--- config.mk ---
export PLATFORM = sky130hd
export DESIGN_NAME = usb_data_tx
export DESIGN_NICKNAME = d
export VERILOG_FILES = /design/src/rtl/usb_data_tx.sv
export SDC_FILE = /design/constraint.sdc
export NUM_CORES = 1
export LEC_CHECK = 0
export CAP_MARGIN = 20
export CORE_UTILIZATION = 61
export CTS_CLUSTER_SIZE = 14
export DETAILED_ROUTE_END_ITERATION = 8
export DONT_BUFFER_PORTS = 1
export GPL_TIMING_DRIVEN = 0
export PLACE_DENSITY = 0.77
export RECOVER_POWER = 100
export SETUP_SLACK_MARGIN = 0.2
export SLEW_MARGIN = 20
export SYNTH_ARGS = -nofsm -noshare
export SYNTH_HDL_FRONTEND = slang
export SYNTH_SLANG_ARGS = --single-unit
--- constraint.sdc ---
create_clock -name clk -period 5.29 [get_ports clk]
set_input_delay 1.058 -clock clk [delete_from_list [all_inputs] [get_ports clk]]
set_output_delay 1.058 -clock clk [all_outputs]
set_load 0.05 [all_outputs]
--- src/rtl/usb_data_tx.sv ---
module usb_data_tx #(
  parameter int MAX_LEN = 1024,
  parameter int HS_SYNC = 32,
  parameter int FS_SYNC = 8,
  localparam int LEN_W = $clog2(MAX_LEN + 1),
  localparam int CNT_W = $clog2((HS_SYNC > 16) ? HS_SYNC : 16)
) (
  input  logic             clk,
  input  logic             rst_n,
  input  logic             start,
  input  logic [1:0]       pid_sel,
  input  logic             hs_mode,
  input  logic [LEN_W-1:0] pay_len,
  output logic             rd_en,
  output logic [LEN_W-1:0] rd_addr,
  input  logic [7:0]       rd_data,
  output logic             tx_bit,
  output logic             tx_valid,
  output logic             done,
  output logic             err
);

  typedef enum logic [2:0] {S_IDLE, S_SYNC, S_PID, S_DATA, S_CRC, S_EOP} st_t;

  st_t              st;
  logic [CNT_W-1:0] cnt;
  logic [LEN_W-1:0] bidx, len_q;
  logic [1:0]       sel_q;
  logic             hs_q, rd_pend, err_q;
  logic [7:0]       cur, nxt;
  logic [15:0]      crc, crc_next;

  wire [3:0]       code      = {sel_q[0], sel_q[1], 2'b11};
  wire [7:0]       pid_byte  = {~code, code};
  wire [CNT_W-1:0] sync_last = hs_q ? CNT_W'(HS_SYNC - 1) : CNT_W'(FS_SYNC - 1);
  wire             last_byte = (bidx == len_q - 1'b1);
  wire             fb        = crc[0] ^ cur[cnt[2:0]];

  assign crc_next = fb ? ((crc >> 1) ^ 16'hA001) : (crc >> 1);
  assign tx_valid = (st == S_SYNC) || (st == S_PID) || (st == S_DATA) || (st == S_CRC);
  assign done     = (st == S_EOP);
  assign err      = err_q;
  assign rd_en    = ((st == S_PID) && (cnt == '0) && (len_q != '0)) ||
                    ((st == S_DATA) && (cnt == '0) && !last_byte);
  assign rd_addr  = (st == S_PID) ? '0 : bidx + 1'b1;

  always_comb begin
    case (st)
      S_SYNC:  tx_bit = (cnt == sync_last);
      S_PID:   tx_bit = pid_byte[cnt[2:0]];
      S_DATA:  tx_bit = cur[cnt[2:0]];
      S_CRC:   tx_bit = ~crc[cnt[3:0]];
      default: tx_bit = 1'b0;
    endcase
  end

  always_ff @(posedge clk) begin
    if (!rst_n) begin
      st      <= S_IDLE;
      cnt     <= '0;
      bidx    <= '0;
      len_q   <= '0;
      sel_q   <= '0;
      hs_q    <= 1'b0;
      rd_pend <= 1'b0;
      err_q   <= 1'b0;
      cur     <= '0;
      nxt     <= '0;
      crc     <= '1;
    end else begin
      err_q   <= 1'b0;
      rd_pend <= rd_en;
      if (rd_pend) nxt <= rd_data;
      case (st)
        S_IDLE: if (start) begin
          if (pay_len > LEN_W'(MAX_LEN)) begin
            err_q <= 1'b1;
          end else begin
            st    <= S_SYNC;
            cnt   <= '0;
            bidx  <= '0;
            len_q <= pay_len;
            sel_q <= pid_sel;
            hs_q  <= hs_mode;
            crc   <= '1;
          end
        end
        S_SYNC: begin
          if (cnt == sync_last) begin
            st  <= S_PID;
            cnt <= '0;
          end else cnt <= cnt + 1'b1;
        end
        S_PID: begin
          if (cnt == CNT_W'(7)) begin
            cnt <= '0;
            if (len_q == '0) st <= S_CRC;
            else begin
              st  <= S_DATA;
              cur <= nxt;
            end
          end else cnt <= cnt + 1'b1;
        end
        S_DATA: begin
          crc <= crc_next;
          if (cnt == CNT_W'(7)) begin
            cnt <= '0;
            if (last_byte) st <= S_CRC;
            else begin
              bidx <= bidx + 1'b1;
              cur  <= nxt;
            end
          end else cnt <= cnt + 1'b1;
        end
        S_CRC: begin
          if (cnt == CNT_W'(15)) st <= S_EOP;
          else cnt <= cnt + 1'b1;
        end
        default: st <= S_IDLE;
      endcase
    end
  end

  assert_err_after_start_R8: assert property (@(posedge clk) disable iff (!rst_n)
    err |-> $past(start) && !$past(tx_valid));

  assert_eop_single_R7: assert property (@(posedge clk) disable iff (!rst_n)
    done |=> !tx_valid && !done);

  assert_rd_in_range_R10: assert property (@(posedge clk) disable iff (!rst_n)
    rd_en |-> rd_addr < len_q);

  assert_stream_begins_R2: assert property (@(posedge clk) disable iff (!rst_n)
    $rose(tx_valid) |-> $past(start) && !tx_bit);

  assert_busy_start_ignored_R9: assert property (@(posedge clk) disable iff (!rst_n)
    (start && tx_valid) |=> tx_valid || done);

endmodule

==> flow_summary.toml <==
[run_status]
outcome = "finished, violations left"
violations = "max-capacitance violations, max-slew violations"

[pwr]
irDropWorstVdd_mv = 0.351
total_leakage_power_nw = 1.54
p_sw_mw = 0.539
total_power_mw = 1.53
p_seq_frac = 0.380
pwr-share-clk = 0.313
p_per_area_nw_per_um2 = 391
swShare = 0.352
comb_power_share = 0.307
internal_power_mw = 0.993

[yosys]
yosysMostFrequentCell = "dfxtp_1"
synth.avg_cell_area_um2 = 8.63
ys_seq_area_frac = 0.365
synth_top_area_share = 0.365
yosys-top-cells-area = "dfxtp_1 36%, mux2i_1 8.7%, nand2_1 6.5%"
synth_nets = 457
synth_area_um2 = 3670
ys_seq_elements = 67
synth_top_area_cell = "dfxtp_1"
synth_edf_count = 0
synth_commonest_cells = "67 x dfxtp_1, 64 x nand2_1, 43 x nor2_1"
synthCells = 426
yosysWarnings = 0
synth-async-reset-ratio = 0
ys.flop_type = "dfxtp_1"
synth.distinct_cells = 56

[sta]
finalCriticalPeriod_ns = 4.26
rsz0062_at_grt = "false"
tightestPinTransition_ns = 1.56
report.final.slew_viol_count = 9
hold_viol = 0
setup_ws_ns = 1.03
fin_setup_tns_ns = 0
timing.final.crit_share = 0.805
setup_viol = 0
slew_headroom = -0.0468
fmax_mhz = 235
clock_skew_ns = 0.00728

[drt]
ant_nets = 0
drt_iter0_drc = 201
vias = 3108
vias_per_cell = 6.05
drtPass1Iterations = 4
avgRoutedWirePerCell_um = 16.0
drt_wl_total_mm = 8.21
remaining_drc_errors = 0

[critical_path]
r2r_start = "len_q[0]$_SDFFE_PN0P_"
critical_path_class = "reg -> out"
cp.required_ns = 4.23
worstSetupStartpoint = "len_q[0]$_SDFFE_PN0P_"
ff2ff_path_depth = 8
cp_max_fo = 6
worstSetupEndpointType = "primary output"
r2r_slack_ns = 1.72
arrival_ns = 3.20
start_kind = "flip-flop"
r2r_end = "cur[2]$_SDFFE_PN0P_"

[clock_tree]
clkSinkCount = 67
hold_buffers = 0
ctsHtreeMaxLevel = 3
cts_resized = 0
tritoncts = "done"
clkTransAtPathRegs_ns = 0.08
clk_latency_ns = 0.34
cts-buffers-inserted = 9
root_buffer = "clkbuf_8"
postCtsSetupBuffers = 0
clk_path_buf_depth = 2

[floorplanning]
dieArea_um2 = 6340
die_w_um = 79.6
core_area_um2 = 5640
start_util = 0.651
die_h_um = 79.6
ioPinCount = 41
rows = 27

[placement]
gp_congestion = 0.854
io_buffers = 0
hpwlAfterDp_mm = 5.92
pre_cts_ws_ns = 1.60

[run]
cap_violations = 1

[layout]
layout-drive-gt1-share = 0.0679
area_growth_pct = 6.74
final_core_util = 0.695
diodes = 0
fin_nets = 468

[hold_path]
hold_end = "cur[4]$_SDFFE_PN0P_"
hp-start = "cur[4]$_SDFFE_PN0P_"
hold_class = "reg -> reg"
min_path_cells = 2

[grt]
grt_start_max_net_pins = 13
grt_pass1_wl_mm = 13.5
antenna_found_initial = 0
grt_usage = 0.279
grt_pass1_vias = 2830
overflow = 0
power by group through the flow:
stage / clock network [mW] / registers, mW / logic, mW
finish: 0.480 / 0.582 / 0.470
global route: 0.508 / 0.589 / 0.518
floorplan: 0 / 0.584 / 0.404
CTS: 0.488 / 0.581 / 0.491
detailed placement: 0 / 0.593 / 0.487
global placement: 0 / 0.592 / 0.471
area by class of cell:
type | instances | area, um^2
buffer | 27 | 104
clock buffer | 10 | 138
clock inverter | 6 | 88.8
fill | 461 | 1720
inverter | 6 | 22.5
multi-input combinational | 326 | 2140
sequential | 67 | 1340
tap | 72 | 90.1
registers in the layout, summed over array words and instances, names as in the netlist:
name     cells
rd_pend      1
len_q       11
hs_q         1
crc         16
cnt          5
bidx        11
cur          8
err          1
nxt          8
st           3
sel_q        2
cell usage in the layout, fill, tap and decap left out, types with 8 or more instances in the layout:
cell      count
a21oi_1      20
clkbuf_1     23
clkbuf_8     10
dfxtp_1      67
mux2i_1      32
nand2_1      64
nand2b_1      8
nand3_1      27
nor2_1       44
nor3_1        8
xnor2_1      12
xor2_1       10
logic make-up after synthesis:
logic type,Yosys count,share of synthesized area
and+or+nand+nor,194,0.264
DFF,67,0.365
AOI/OAI and AO/OA,64,0.130
muxes,40,0.133
buffers and inverters,33,0.0357
xor gates and xnor gates,22,0.0524
adders and majority gates,6,0.0204
metrics by stage:
stage                     instances  hold WS (ns)  cell area [um^2]
after floorplan                 426         0.432              3670
after detailed placement        498         0.447              3770
after global placement          498         0.442              3760
after global routing            514         0.479              3920
after CTS                       514         0.463              4000
final                           514         0.459              3920
critical path, cell delays in order, from the launching register on:
cell     delay (ns)
dfxtp_1        0.45
inv_1          0.10
ha_1           0.29
and2_0         0.21
and4b_1        0.19
nor4_1         0.52
nor2_1         0.15
a21oi_1        0.30
and2_0         0.63
worst max path at each step:
stage             end  slack (ns)  depth (start not counted)
6_report        rd_en        1.03                          8
5_1_grt        tx_bit        0.89                          4
4_1_cts         rd_en        1.21                          9
3_5_place_dp    rd_en        1.60                          9
3_3_place_gp    rd_en        1.63                          9
2_1_floorplan   rd_en        1.85                          9
layer usage:
layer	routed length, um	vias up	part of all wire	track usage
met5	0	-	0	0
met4	83	0	0.010	0.100
met3	451	9	0.055	0.0697
met2	3760	80	0.46	0.424
met1	3910	1499	0.48	0.381
li1	-	1520	-	-
Note: power is estimated with default switching activity, not from simulation.
